<file path="src/rtl/timer8_pkg.sv">
package timer8_pkg;

  localparam logic [1:0] ADDR_CTRL = 2'd0;
  localparam logic [1:0] ADDR_CMP  = 2'd1;
  localparam logic [1:0] ADDR_STAT = 2'd2;
  localparam logic [1:0] ADDR_CNT  = 2'd3;

  typedef enum logic [2:0] {
    SRC_EVT_A = 3'b000,
    SRC_EVT_B = 3'b001,
    SRC_EVT_C = 3'b010,
    SRC_OFF   = 3'b011,
    SRC_DIV32 = 3'b100,
    SRC_DIV16 = 3'b101,
    SRC_DIV4  = 3'b110,
    SRC_SUB4  = 3'b111
  } srcSel_e;

  // control -> datapath strobes
  typedef struct packed {
    srcSel_e srcSel;
    logic    riseEdge;
  } dpCtrl_t;

  // datapath -> control events
  typedef struct packed {
    logic wrapPulse;
    logic matchPulse;
  } dpEvt_t;

endpackage

</file>
<file path="src/rtl/timer8_edge_sync.sv">
module timer8_edge_sync #(
  parameter int STAGES = 2
) (
  input  logic clk,
  input  logic rstN,
  input  logic din,
  output logic syncQ,
  output logic prevQ
);

  logic [STAGES-1:0] shiftQ;

  always_ff @(posedge clk or negedge rstN) begin
    if (!rstN) begin
      shiftQ <= '0;
      prevQ  <= 1'b0;
    end else begin
      shiftQ <= {shiftQ[STAGES-2:0], din};
      prevQ  <= shiftQ[STAGES-1];
    end
  end

  assign syncQ = shiftQ[STAGES-1];

endmodule

</file>
<file path="src/rtl/timer8_dp.sv">
module timer8_dp
  import timer8_pkg::*;
#(
  parameter int CNT_W       = 8,
  parameter int SYNC_STAGES = 2,
  parameter int SUB_DIV_W   = 2
) (
  input  logic             clk,
  input  logic             rstN,
  input  logic             evtIn,
  input  logic             subClk,
  input  dpCtrl_t          ctl,
  input  logic [CNT_W-1:0] cmpVal,
  output dpEvt_t           evt,
  output logic [CNT_W-1:0] count
);

  localparam int SHIFT_HI  = 5;   // log2(32)
  localparam int SHIFT_MID = 4;   // log2(16)
  localparam int SHIFT_LO  = 2;   // log2(4)

  logic [SHIFT_HI-1:0]  preQ;
  logic [SUB_DIV_W-1:0] subDivQ;
  logic [CNT_W-1:0]     cntQ;
  logic [CNT_W-1:0]     cntNext;
  logic evtSync, evtPrev, subSync, subPrev;
  logic evtRise, evtFall, subRise, subTick;
  logic tickHi, tickMid, tickLo, step;

  timer8_edge_sync #(.STAGES(SYNC_STAGES)) u_evtSync (
    .clk(clk), .rstN(rstN), .din(evtIn), .syncQ(evtSync), .prevQ(evtPrev)
  );

  timer8_edge_sync #(.STAGES(SYNC_STAGES)) u_subSync (
    .clk(clk), .rstN(rstN), .din(subClk), .syncQ(subSync), .prevQ(subPrev)
  );

  assign evtRise = evtSync & ~evtPrev;
  assign evtFall = ~evtSync & evtPrev;
  assign subRise = subSync & ~subPrev;
  assign subTick = subRise & (&subDivQ);

  // free-running system clock prescaler
  always_ff @(posedge clk or negedge rstN) begin
    if (!rstN) preQ <= '0;
    else       preQ <= preQ + 1'b1;
  end

  assign tickHi  = &preQ[SHIFT_HI-1:0];
  assign tickMid = &preQ[SHIFT_MID-1:0];
  assign tickLo  = &preQ[SHIFT_LO-1:0];

  // sub-clock edge divider
  always_ff @(posedge clk or negedge rstN) begin
    if (!rstN)        subDivQ <= '0;
    else if (subRise) subDivQ <= subDivQ + 1'b1;
  end

  always_comb begin
    unique case (ctl.srcSel)
      SRC_EVT_A, SRC_EVT_B, SRC_EVT_C: step = ctl.riseEdge ? evtRise : evtFall;
      SRC_OFF:   step = 1'b0;
      SRC_DIV32: step = tickHi;
      SRC_DIV16: step = tickMid;
      SRC_DIV4:  step = tickLo;
      SRC_SUB4:  step = subTick;
      default:   step = 1'b0;
    endcase
  end

  assign cntNext = cntQ + 1'b1;

  always_ff @(posedge clk or negedge rstN) begin
    if (!rstN)     cntQ <= '0;
    else if (step) cntQ <= cntNext;
  end

  assign evt.wrapPulse  = step & (&cntQ);
  assign evt.matchPulse = step & (cntNext == cmpVal);
  assign count          = cntQ;

endmodule

</file>
<file path="src/rtl/timer8_ctrl.sv">
module timer8_ctrl
  import timer8_pkg::*;
#(
  parameter int CNT_W = 8
) (
  input  logic             clk,
  input  logic             rstN,
  input  logic             rdEn,
  input  logic             wrEn,
  input  logic [1:0]       addr,
  input  logic [CNT_W-1:0] wrData,
  output logic [CNT_W-1:0] rdData,
  input  dpEvt_t           evt,
  input  logic [CNT_W-1:0] count,
  output dpCtrl_t          ctl,
  output logic [CNT_W-1:0] cmpVal,
  output logic             ovfFlag,
  output logic             cmfFlag,
  output logic             irqOvf
);

  localparam int NUM_FLAGS = 2;   // index 1: overflow, index 0: match
  localparam int IE_BIT    = 0;

  logic [2:0]           selQ;
  logic                 riseQ;
  logic [CNT_W-1:0]     cmpQ;
  logic                 ieQ;
  logic [NUM_FLAGS-1:0] flagQ;
  logic [NUM_FLAGS-1:0] setIn;
  logic                 wrCtrl, wrCmp, wrStat, rdStat;

  assign wrCtrl = wrEn && (addr == ADDR_CTRL);
  assign wrCmp  = wrEn && (addr == ADDR_CMP);
  assign wrStat = wrEn && (addr == ADDR_STAT);
  assign rdStat = rdEn && (addr == ADDR_STAT);
  assign setIn  = {evt.wrapPulse, evt.matchPulse};

  always_ff @(posedge clk or negedge rstN) begin
    if (!rstN) begin
      selQ  <= '0;
      riseQ <= 1'b0;
      cmpQ  <= '1;
      ieQ   <= 1'b0;
    end else begin
      if (wrCtrl) begin
        selQ  <= wrData[2:0];
        riseQ <= wrData[3];
      end
      if (wrCmp)  cmpQ <= wrData;
      if (wrStat) ieQ  <= wrData[IE_BIT];
    end
  end

  for (genvar gi = 0; gi < NUM_FLAGS; gi++) begin : g_flag
    localparam int BitPos = CNT_W - 2 + gi;
    logic fQ, armQ, clrReq, armReq;

    assign clrReq = wrStat && !wrData[BitPos] && armQ;
    assign armReq = rdStat && fQ;

    always_ff @(posedge clk or negedge rstN) begin
      if (!rstN) begin
        fQ   <= 1'b0;
        armQ <= 1'b0;
      end else if (setIn[gi]) begin
        fQ   <= 1'b1;               // hardware set wins
        armQ <= armQ | armReq;
      end else if (clrReq) begin
        fQ   <= 1'b0;
        armQ <= 1'b0;
      end else begin
        armQ <= armQ | armReq;
      end
    end

    assign flagQ[gi] = fQ;
  end

  always_comb begin
    rdData = '0;
    unique case (addr)
      ADDR_CTRL: rdData[3:0] = {riseQ, selQ};
      ADDR_CMP:  rdData = cmpQ;
      ADDR_STAT: begin
        rdData[CNT_W-1:CNT_W-2] = flagQ;
        rdData[IE_BIT]          = ieQ;
      end
      ADDR_CNT:  rdData = count;
      default:   rdData = '0;
    endcase
  end

  assign ctl.srcSel   = srcSel_e'(selQ);
  assign ctl.riseEdge = riseQ;
  assign cmpVal       = cmpQ;
  assign ovfFlag      = flagQ[1];
  assign cmfFlag      = flagQ[0];
  assign irqOvf       = flagQ[1] & ieQ;

endmodule

</file>
<file path="src/rtl/prescaled_timer8.sv">
module prescaled_timer8
  import timer8_pkg::*;
#(
  parameter int CNT_W       = 8,
  parameter int SYNC_STAGES = 2
) (
  input  logic             clk,
  input  logic             rstN,
  input  logic             rdEn,
  input  logic             wrEn,
  input  logic [1:0]       addr,
  input  logic [CNT_W-1:0] wrData,
  output logic [CNT_W-1:0] rdData,
  input  logic             evtIn,
  input  logic             subClk,
  output logic             irqOvf
);

  dpCtrl_t          dpCtl;
  dpEvt_t           dpEvt;
  logic [CNT_W-1:0] countQ;
  logic [CNT_W-1:0] cmpVal;
  logic             ovfFlag, cmfFlag;

  timer8_ctrl #(.CNT_W(CNT_W)) u_ctrl (
    .clk(clk), .rstN(rstN), .rdEn(rdEn), .wrEn(wrEn), .addr(addr),
    .wrData(wrData), .rdData(rdData), .evt(dpEvt), .count(countQ),
    .ctl(dpCtl), .cmpVal(cmpVal), .ovfFlag(ovfFlag), .cmfFlag(cmfFlag),
    .irqOvf(irqOvf)
  );

  timer8_dp #(.CNT_W(CNT_W), .SYNC_STAGES(SYNC_STAGES)) u_dp (
    .clk(clk), .rstN(rstN), .evtIn(evtIn), .subClk(subClk),
    .ctl(dpCtl), .cmpVal(cmpVal), .evt(dpEvt), .count(countQ)
  );

endmodule

</file>
<file path="config.mk">
export PLATFORM = sky130hd
export DESIGN_NAME = prescaled_timer8
export DESIGN_NICKNAME = d
export VERILOG_FILES = /design/src/rtl/timer8_pkg.sv /design/src/rtl/timer8_edge_sync.sv /design/src/rtl/timer8_dp.sv /design/src/rtl/timer8_ctrl.sv /design/src/rtl/prescaled_timer8.sv
export SDC_FILE = /design/constraint.sdc
export NUM_CORES = 1
export LEC_CHECK = 0
export ABC_CLOCK_PERIOD_IN_PS = 6100
export BUFFER_PORTS_ARGS = -buffer_cell sky130_fd_sc_hd__buf_2
export CAP_MARGIN = 40
export CELL_PAD_IN_SITES_DETAIL_PLACEMENT = 0
export CELL_PAD_IN_SITES_GLOBAL_PLACEMENT = 1
export CORE_AREA = 2 2 66 68
export CTS_CLUSTER_SIZE = 8
export DETAILED_ROUTE_END_ITERATION = 8
export DIE_AREA = 0 0 68 70
export PLACE_DENSITY_LB_ADDON = 0.1
export SKIP_LAST_GASP = 1
export SLEW_MARGIN = 25
export SYNTH_ARGS = -nofsm -noshare
export SYNTH_HDL_FRONTEND = slang
export SYNTH_SLANG_ARGS = --single-unit
</file>
<file path="constraint.sdc">
create_clock -name clk -period 6.1 [get_ports clk]
set_input_delay 0.305 -clock clk [delete_from_list [all_inputs] [get_ports clk]]
set_output_delay 0.305 -clock clk [all_outputs]
set_load 0.02 [all_outputs]
</file>
==> run_results.csv, run 1 <==
group,metric,value,unit
setup_path,cp_slowest_cell,"dfrtp_1",
sta,worst_pin_slew,0.4991,ns
setup_path,r2r-start,"u_dp.preQ[0]",
setup_path,cp_common_cell,"ha_1",
detailed_routing,viasPerCell,5.473,
setup_path,path_class,"reg2reg",
setup_path,worstPathRequired,6.27,ns
detailed_routing,drc,0,
global_routing,grt_overflow,0,
logic_synthesis,ys_seq_area_share,49.64,%
power_and_ir_drop,max-vdd-ir-drop,0.2318,mV
global_routing,first_global_vias,1299,
logic_synthesis,syn_area,1936,um^2
sta,slew_violations,0,
detailed_routing,routed_wl,3.658,mm
clock_tree,clock_sinks,38,
finish,postLayoutCoreUtil,53.11,%
clock_tree,cts_made_buffers,5,
setup_path,worstSetupStartpointType,"register",
setup_path,cp_max_fo,10,
floorplan,row_count,24,
place,port_buffers,24,
floorplan,die-height,70,um
logic_synthesis,syn_inst,164,
logic_synthesis,synth_area_per_cell,11.80,um^2
sta,relSlewSlack,66.63,%
clock_tree,post-cts-setup-buffers,0,
detailed_routing,post_drt_wl_per_cell,15.18,um
setup_path,crit_arrival,2.42,ns
clock_tree,cts_buffer_depth,2,
place,dp_slack,3.861,ns
floorplan,io_pins,25,
setup_path,r2r_setup_slack,3.85,ns
floorplan,die_area,4760,um^2
global_routing,grt_max_degree,39,
floorplan,die_w,68,um
finish,diodes,0,
status,outcome,"complete, no violations",
job,maxCapViolations,0,
logic_synthesis,yosys_warnings,0,
detailed_routing,ant_nets,0,
logic_synthesis,synth-seq-cells,38,
sta,finalCritPeriodShare,36.93,%
setup_path,critPathCapture,"u_dp.count[4]",
logic_synthesis,syn-num-nets,184,
detailed_routing,drtIter0Drc,125,
sta,setup_ws,3.848,ns
sta,hold_slack,0.1219,ns
detailed_routing,drt-pass1-iter-count,4,
finish,drive_gt1_share,33.33,%
setup_path,crit_start,"u_dp.preQ[0]",
power_and_ir_drop,leakage,0.9468,nW
global_routing,antenna_found_initial,0,
clock_tree,h-tree-depth,2,
clock_tree,cts_root_buf,"clkbuf_8",
finish,area_delta_synth_final,13.70,%
setup_path,crit_chain,"ha_1, and3_1, ha_1, nor2b_1, a2111o_1, o211a_1, and4_1, xnor2_1",
detailed_routing,vias,1319,
finish,instances_no_fill,241,
setup_path,r2r_cells,8,
sta,hold_viol,0,
setup_path,critPathMaxStageDelay,0.40,ns
place,placed_cells,231,
sta,rsz0062_at_grt,"false",
global_routing,grt_pass1_wl,6.203,mm
floorplan,floorplan.initialDensity,46.71,%
place,dp_hpwl,2.703,mm
clock_tree,path_clk_slew,0.07,ns
global_routing,grt_usage,17.63,%
power_and_ir_drop,p_per_area,365.0,nW/um^2
sta,clock_skew,0.003136,ns
place,gp_congestion,0.7453,
sta,final.setup.tns,0,ns
sta,setup-violations-final,0,
finish,final_nets,208,
floorplan,coreArea,4144,um^2
setup_path,worst_setup_path_end_kind,"register",
sta,fmax,444.0,MHz
min_path,hold_path_class,"in2reg",
clock_tree,clock_latency,0.28,ns
clock_tree,cts_tree,"yes",
sta,min_period,2.252,ns
setup_path,rr_endpoint,"u_dp.count[4]",
logic_synthesis,ys_types,35,
-- layout make-up --
class | count | area, um^2
Inverter | 5 | 18.77
Sequential cell | 38 | 960.9
Timing Repair Buffer | 26 | 150.1
Tap cell | 52 | 65.06
Fill cell | 383 | 1943
Multi-Input combinational cell | 112 | 910.9
Clock buffer | 6 | 82.58
Clock inverter | 2 | 12.51
-- synth_stat cells --
cell / number / area, um^2
xnor2_1: 14 / 122.6
nand3b_1: 1 / 7.510
nor2b_1: 7 / 43.79
o2111ai_1: 1 / 8.760
and2_1: 2 / 12.51
mux2i_1: 2 / 20.02
a31oi_1: 4 / 25.02
nand2_1: 7 / 26.28
ha_1: 4 / 50.05
inv_1: 5 / 18.77
nand2b_1: 2 / 12.51
a21oi_1: 3 / 15.01
dfstp_2: 8 / 210.2
or3_1: 2 / 12.51
clkbuf_1: 4 / 15.01
buf_4: 2 / 15.01
mux2_2: 19 / 214.0
o21ai_0: 6 / 30.03
nand4_1: 3 / 18.77
o221ai_1: 2 / 17.52
nand4_4: 1 / 21.27
nand3_1: 6 / 30.03
a2111oi_2: 1 / 15.01
and3_1: 2 / 12.51
nor3b_1: 3 / 22.52
mux4_2: 1 / 22.52
buf_2: 3 / 15.01
o211a_1: 1 / 10.01
a22o_1: 5 / 43.79
nor2_1: 4 / 15.01
xor2_1: 5 / 43.79
nand4b_1: 1 / 8.760
dfrtp_1: 30 / 750.7
a2111o_1: 1 / 11.26
and4_1: 2 / 17.52
-- worst min path at each step --
stage / slack [ns] / endpoint / cells past startpoint / startpoint
after floorplan: 0.009 / u_ctrl.cmfFlag / 0 / rstN
after global placement: 0.34 / u_dp.u_evtSync.shiftQ[1] / 0 / u_dp.u_evtSync.shiftQ[0]
after detailed placement: 0.34 / u_dp.u_evtSync.shiftQ[1] / 0 / u_dp.u_evtSync.shiftQ[0]
after CTS: 0.12 / u_dp.u_subSync.shiftQ[0] / 1 / subClk
after global routing: 0.11 / u_dp.u_evtSync.shiftQ[0] / 1 / evtIn
final: 0.12 / u_dp.u_subSync.shiftQ[0] / 1 / subClk
-- where the power goes --
part,internal [mW],switching (mW),total [mW]
Clock,0.0907,0.0845,0.175
Combinational,0.122,0.114,0.237
Sequential,0.313,0.0780,0.392
-- sequential cells by signal (all words and copies together) (netlist names) --
name and cells:
u_dp.subDivQ 2, u_dp.preQ 5, u_dp.u_subSync.shiftQ 2, u_dp.u_evtSync.prevQ 1, u_ctrl.ovfFlag 1, u_ctrl.selQ 3
u_dp.u_subSync.prevQ 1, u_ctrl.riseQ 1, u_dp.u_evtSync.shiftQ 2, u_ctrl.cmpVal 8, u_dp.count 8, u_ctrl.cmfFlag 1
u_ctrl.ieQ 1, u_ctrl.g_flag.armQ 2
-- through the flow --
step / power [mW] / cell area (um^2)
final: 0.8033 / 2201
after global routing: 0.8604 / 2201
after CTS: 0.8110 / 2171
after detailed placement: 0.6326 / 2076
after global placement: 0.6222 / 2076
after floorplan: 0.5770 / 1936
-- cell usage in the layout, fill, tap and decap left out, types with 6 or more instances in the layout --
cell type | netlist | final
buf_2 | 3 | 24
clkbuf_8 | 0 | 6
dfrtp_1 | 30 | 30
dfstp_2 | 8 | 8
mux2_2 | 19 | 19
nand2_1 | 7 | 7
nand3_1 | 6 | 6
nor2b_1 | 7 | 7
o21ai_0 | 6 | 6
xnor2_1 | 14 | 14
-- cells by family (layout without fill, tap and decap cells) --
family / count (synthesis) / in the layout / synth area share (%)
and+or+nand+nor: 43 / 43 / 13.51
muxes: 22 / 22 / 13.25
xor gates and xnor gates: 19 / 19 / 8.597
buffers and inverters: 14 / 39 / 3.296
adders and majority gates: 4 / 4 / 2.586
AOI/OAI and AO/OA: 24 / 24 / 9.114
DFF: 38 / 38 / 49.64
-- per-layer routing --
| layer | routed length [um] | GRT usage [%] | vias up |
|---|---|---|---|
| met5 | 0 | 0 | - |
| met1 | 1597 | 22.47 | 651 |
| li1 | - | - | 637 |
| met3 | 136 | 4.187 | 6 |
| met4 | 69 | 7.333 | 0 |
| met2 | 1854 | 28.26 | 25 |
-- repair_timing --
item / in CTS / in global routing
setup endpoints to repair: 0 / 0
endpoints found under the hold margin: 0 / 3
gates resized for setup: 0 / 0
hold buffers: 0 / 1
-- worst max-delay path: cells and delay by family, from the launching register on --
family | cells | cell delay (ns)
and+or+nand+nor | 3 | 0.56
AOI/OAI and AO/OA | 2 | 0.63
DFF | 1 | 0.40
adders and majority gates | 2 | 0.42
xor gates and xnor gates | 1 | 0.13
Power figures use the tool's default switching activity.
==> inputs of run 2 (changes only) <==
--- a/config.mk
+++ b/config.mk
@@ -5,15 +5,15 @@
 export SDC_FILE = /design/constraint.sdc
 export NUM_CORES = 1
 export LEC_CHECK = 0
-export ABC_CLOCK_PERIOD_IN_PS = 6100
+export ABC_CLOCK_PERIOD_IN_PS = 2000
 export BUFFER_PORTS_ARGS = -buffer_cell sky130_fd_sc_hd__buf_2
 export CAP_MARGIN = 40
 export CELL_PAD_IN_SITES_DETAIL_PLACEMENT = 0
 export CELL_PAD_IN_SITES_GLOBAL_PLACEMENT = 1
-export CORE_AREA = 2 2 66 68
+export CORE_AREA = 2 2 72 74
 export CTS_CLUSTER_SIZE = 8
 export DETAILED_ROUTE_END_ITERATION = 8
-export DIE_AREA = 0 0 68 70
+export DIE_AREA = 0 0 74 76
 export PLACE_DENSITY_LB_ADDON = 0.1
 export SKIP_LAST_GASP = 1
 export SLEW_MARGIN = 25
==> constraint.sdc (replaced) <==
create_clock -name clk -period 2 [get_ports clk]
set_input_delay 0.1 -clock clk [delete_from_list [all_inputs] [get_ports clk]]
set_output_delay 0.1 -clock clk [all_outputs]
set_load 0.02 [all_outputs]
==> run_results.csv, run 2 (synthesized netlist as in run 1, its figures left out) <==
group,metric,value,unit
detailed_routing,drtIter0Drc,75,
place,gp_congestion,0.7090,
detailed_routing,viasPerCell,5.091,
finish,final_cell_mix,"dfrtp_1, buf_2, mux2_2",
min_path,min_from,"wrData[2]",
sta,worst_pin_slew,0.5467,ns
detailed_routing,ant_nets,0,
global_routing,grt_pass1_wl,6.969,mm
finish,final_common_cell,"dfrtp_1",
sta,finalCritPeriodShare,96.09,%
floorplan,die_w,74,um
global_routing,first_global_vias,1489,
clock_tree,cts_tree,"yes",
detailed_routing,post_drt_wl_per_cell,15.20,um
sta,relSlewSlack,63.44,%
setup_path,crit_chain,"ha_2, and3_4, ha_4, nor2b_4, a2111o_1, o211a_4, buf_4, nand2_1, xnor2_1",
floorplan,floorplan.initialDensity,39.40,%
finish,final_nets,225,
setup_path,cp_slowest_cell,"dfrtp_1",
place,dp_hpwl,3.005,mm
global_routing,grt_max_degree,29,
clock_tree,clock_sinks,38,
floorplan,row_count,26,
clock_tree,cts_buffer_depth,2,
floorplan,die_area,5624,um^2
min_path,hold_path_class,"in2reg",
setup_path,cp_max_fo,5,
min_path,min_to,"u_ctrl.selQ[2]",
finish,drive_gt1_share,41.75,%
detailed_routing,routed_wl,4.196,mm
finish,area_delta_synth_final,25.60,%
sta,hold_slack,0.03723,ns
detailed_routing,drc,0,
detailed_routing,drt-pass1-iter-count,4,
setup_path,path_class,"reg2reg",
setup_path,critPathMaxStageDelay,0.38,ns
setup_path,crit_arrival,2.13,ns
global_routing,grt_overflow,0,
sta,min_period,1.922,ns
setup_path,r2r_cells,9,
power_and_ir_drop,max-vdd-ir-drop,0.5348,mV
setup_path,rr_endpoint,"u_dp.count[2]",
job,maxCapViolations,0,
floorplan,die-height,76,um
clock_tree,clock_latency,0.28,ns
finish,instances_no_fill,276,
global_routing,grt_usage,16.22,%
place,placed_cells,259,
power_and_ir_drop,leakage,1.052,nW
setup_path,r2r_setup_slack,0.08,ns
sta,slew_violations,0,
min_path,min_path_cells,3,
clock_tree,path_clk_slew,0.07,ns
floorplan,io_pins,25,
sta,clock_skew,0.002083,ns
setup_path,worstPathRequired,2.21,ns
place,port_buffers,24,
finish,diodes,0,
sta,setup-violations-final,0,
global_routing,antenna_found_initial,0,
clock_tree,cts_made_buffers,5,
clock_tree,cts_root_buf,"clkbuf_8",
sta,fmax,520.3,MHz
clock_tree,h-tree-depth,2,
setup_path,r2r-start,"u_dp.preQ[0]",
power_and_ir_drop,p_per_area,1115,nW/um^2
floorplan,coreArea,4912,um^2
setup_path,worst_setup_path_end_kind,"register",
setup_path,worstSetupStartpointType,"register",
detailed_routing,vias,1405,
status,outcome,"complete, no violations",
finish,postLayoutCoreUtil,49.49,%
sta,rsz0062_at_grt,"true",
sta,hold_viol,0,
run 2: area by class of cell:
cell class / count / area (um^2)
Fill cell: 464 / 2481
Multi-Input combinational cell: 113 / 978.4
Sequential cell: 38 / 962.2
Timing Repair Buffer: 42 / 275.3
Tap cell: 70 / 87.58
Clock buffer: 5 / 68.82
Clock inverter: 3 / 40.04
Inverter: 5 / 18.77
run 2: worst max-delay path by stage:
stage | start | to | slack, ns | cells past startpoint
2_1_floorplan | u_dp.preQ[0] | u_dp.count[4] | 0.03 | 9
3_3_place_gp | u_dp.preQ[1] | u_dp.count[4] | -0.04 | 8
3_5_place_dp | u_dp.preQ[1] | u_dp.count[4] | -0.09 | 8
4_1_cts | u_dp.preQ[1] | u_dp.count[4] | 0.003 | 8
5_1_grt | u_dp.preQ[1] | u_dp.count[4] | -0.009 | 8
6_report | u_dp.preQ[0] | u_dp.count[2] | 0.08 | 9
run 2: worst max-delay path: cells and delay by family (launching register included):
kind	cells	cell delay, ns
compound gates	2	0.55
xor+xnor	1	0.11
fa+ha+maj	2	0.33
buf+inv	1	0.14
flops	1	0.38
simple gates	3	0.34
run 2: layer usage:
layer | wire [um] | global-route usage [%]
met1 | 1936 | 22.31
met2 | 1953 | 24.82
met3 | 216 | 3.571
met4 | 89 | 6.182
met5 | 0 | 0
run 2: power breakdown:
group	internal [mW]	switching [mW]
Clock	0.367	0.265
Combinational	0.481	0.476
Sequential	0.960	0.161
Total	1.81	0.902
run 2: stage by stage:
step	area, um^2	setup WS, ns	total power [mW]	TNS [ns]
finish	2431	0.07811	2.710	0
global route	2431	-0.009256	2.908	-0.009256
CTS	2347	0.002811	2.687	0
detailed placement	2193	-0.09214	2.015	-0.2414
global placement	2173	-0.04332	1.980	-0.04540
floorplan	1949	0.02632	1.768	0
run 2: repair_timing:
item,in CTS,in global routing
hold buffers,3,0
gates resized for setup,2,8
pin swaps,0,5
endpoints found under the setup margin,7,8
endpoints found under the hold margin,34,0
cloned,0,1
buffers inserted,1,4
==> inputs of run 3 (changes only) <==
--- a/config.mk
+++ b/config.mk
@@ -10,10 +10,10 @@
 export CAP_MARGIN = 40
 export CELL_PAD_IN_SITES_DETAIL_PLACEMENT = 0
 export CELL_PAD_IN_SITES_GLOBAL_PLACEMENT = 1
-export CORE_AREA = 2 2 72 74
+export CORE_AREA = 2 2 86 63
 export CTS_CLUSTER_SIZE = 8
 export DETAILED_ROUTE_END_ITERATION = 8
-export DIE_AREA = 0 0 74 76
+export DIE_AREA = 0 0 88 65
 export PLACE_DENSITY_LB_ADDON = 0.1
 export SKIP_LAST_GASP = 1
 export SLEW_MARGIN = 25
==> run_results.csv, run 3 (synthesized netlist as in run 1, its figures left out) <==
group,metric,value,unit
setup_path,critPathMaxStageDelay,0.39,ns
floorplan,die_area,5720,um^2
place,post_dp_cell_area,2203,um^2
global_routing,grt_usage,16.72,%
clock_tree,cts_root_buf,"clkbuf_8",
global_routing,grt_max_degree,22,
power_and_ir_drop,p_clk_share,20.9,%
setup_path,crit_arrival,2.13,ns
power_and_ir_drop,switchingPower,0.9100,mW
detailed_routing,routed_wl,4.254,mm
floorplan,row_count,22,
floorplan,io_pins,25,
detailed_routing,drtIter0Drc,60,
sta,slew_violations,0,
setup_path,path_class,"reg2reg",
clock_tree,clock_sinks,38,
global_routing,grt_pass1_wl,7.093,mm
sta,worst_pin_slew,0.5011,ns
detailed_routing,vias,1369,
setup_path,worst_setup_path_end_kind,"register",
clock_tree,path_clk_slew,0.07,ns
power_and_ir_drop,p_per_area,1097,nW/um^2
finish,drive_gt1_share,39.90,%
setup_path,cp_max_fo,5,
finish,final_common_cell,"dfrtp_1",
sta,clock_skew,0.003171,ns
floorplan,die_w,88,um
global_routing,first_global_vias,1426,
power_and_ir_drop,max-vdd-ir-drop,0.4090,mV
setup_path,cp_slowest_cell,"dfrtp_1",
finish,diodes,0,
min_path,min_to,"u_ctrl.cmpVal[5]",
global_routing,grt_overflow,0,
finish,area_delta_synth_final,23.34,%
clock_tree,cts_tree,"yes",
sta,hold_viol,0,
floorplan,die-height,65,um
power_and_ir_drop,p_sw_share,34.75,%
finish,stdcell_area,2387,um^2
finish,nFillCells,462,
place,dp_hpwl,3.086,mm
sta,setup-violations-final,0,
min_path,hold_path_class,"in2reg",
sta,relSlewSlack,66.49,%
sta,rsz0062_at_grt,"true",
clock_tree,cts_buffer_depth,2,
job,maxCapViolations,0,
finish,final_nets,222,
setup_path,r2r_cells,8,
clock_tree,cts_made_buffers,5,
place,port_buffers,24,
setup_path,crit_chain,"ha_2, and3_4, ha_4, nor2b_4, a2111o_1, o211a_4, and4_1, xnor2_1",
floorplan,coreArea,4982,um^2
setup_path,r2r-start,"u_dp.preQ[1]",
status,outcome,"complete, no violations",
finish,final_cell_mix,"dfrtp_1, buf_2, mux2_2",
finish,multiInputGateArea,962.2,um^2
clock_tree,clock_latency,0.29,ns
setup_path,worstPathRequired,2.18,ns
power_and_ir_drop,leakage,1.010,nW
min_path,min_path_cells,2,
min_path,min_from,"wrData[5]",
detailed_routing,drt-pass1-iter-count,4,
power_and_ir_drop,p_seq_share,42.7,%
setup_path,rr_endpoint,"u_dp.count[4]",
place,dp_slack,-0.09893,ns
detailed_routing,drc,0,
detailed_routing,ant_nets,0,
sta,fmax,513.2,MHz
finish,regArea,960.9,um^2
sta,min_period,1.948,ns
floorplan,floorplan.initialDensity,38.85,%
power_and_ir_drop,internal_power,1.708,mW
place,gp_congestion,0.7664,
clock_tree,h-tree-depth,2,
setup_path,worstSetupStartpointType,"register",
sta,finalCritPeriodShare,97.42,%
detailed_routing,post_drt_wl_per_cell,15.47,um
sta,setup_ws,0.05152,ns
global_routing,antenna_found_initial,0,
setup_path,r2r_setup_slack,0.05,ns
power_and_ir_drop,p_comb_share,36.5,%
detailed_routing,viasPerCell,4.978,
-- run 3: metal layers --
| metal | vias up | wire length (um) | global-route usage (%) |
|---|---|---|---|
| met5 | - | 0 | 0 |
| met1 | 681 | 2159 | 23.77 |
| li1 | 661 | - | - |
| met3 | 5 | 162 | 4.076 |
| met4 | 0 | 54 | 5.769 |
| met2 | 22 | 1878 | 24.81 |
-- run 3: worst max path at each step --
stage / to / start
finish: u_dp.count[4] / u_dp.preQ[1]
global route: u_ctrl.g_flag[0].armQ / u_dp.count[1]
floorplan: u_dp.count[4] / u_dp.preQ[0]
detailed placement: u_dp.count[4] / u_dp.preQ[1]
CTS: u_dp.count[4] / u_dp.preQ[1]
global placement: u_dp.count[4] / u_dp.preQ[1]
-- run 3: area by class of cell --
cell class	count	share of cell area [%]
clock inverters	2	0.5241
flip-flops and latches	38	40.25
multi-input cells	113	40.30
well taps	72	3.774
repair buffers	39	10.90
inverters	5	0.7862
clock buffers	6	3.459
-- run 3: per-stage QoR --
| step | hold WS [ns] | setup TNS, ns | cells | power, mW | utilization, % |
|---|---|---|---|---|---|
| 6_report | 0.04734 | 0 | 275 | 2.618 | 47.92 |
| 5_1_grt | 0.04657 | -0.07900 | 275 | 2.793 | 47.92 |
| 4_1_cts | 0.04120 | 0 | 274 | 2.630 | 47.24 |
| 3_5_place_dp | 0.07278 | -0.3234 | 261 | 2.031 | 44.22 |
| 3_3_place_gp | 0.2095 | -0.03937 | 260 | 2.008 | 43.67 |
| 2_1_floorplan | -0.1956 | 0 | 164 | 1.768 | - |
-- run 3: critical path: cells and delay by family, from the launching register on --
family / cells / cell delay [ns]
AO/OA/AOI/OAI: 2 / 0.53
AND/OR/NAND/NOR: 3 / 0.46
flip-flops: 1 / 0.39
adder cells (fa/ha/maj): 2 / 0.34
XOR/XNOR: 1 / 0.12
-- run 3: power by group through the flow --
stage,combinational (mW),sequential (mW),clock [mW]
3_5_place_dp,0.900,1.13,0
5_1_grt,1.04,1.14,0.607
4_1_cts,0.943,1.12,0.571
2_1_floorplan,0.698,1.07,0
6_report,0.955,1.12,0.547
3_3_place_gp,0.887,1.12,0
-- run 3: timing repair --
| action | CTS | global route |
|---|---|---|
| setup buffers | 1 | 1 |
| pin swaps | 1 | 0 |
| hold buffers | 3 | 0 |
| endpoints found under the hold margin | 13 | 0 |
| resized for setup | 2 | 6 |
| endpoints found under the setup margin | 7 | 7 |
| cloned | 1 | 0 |
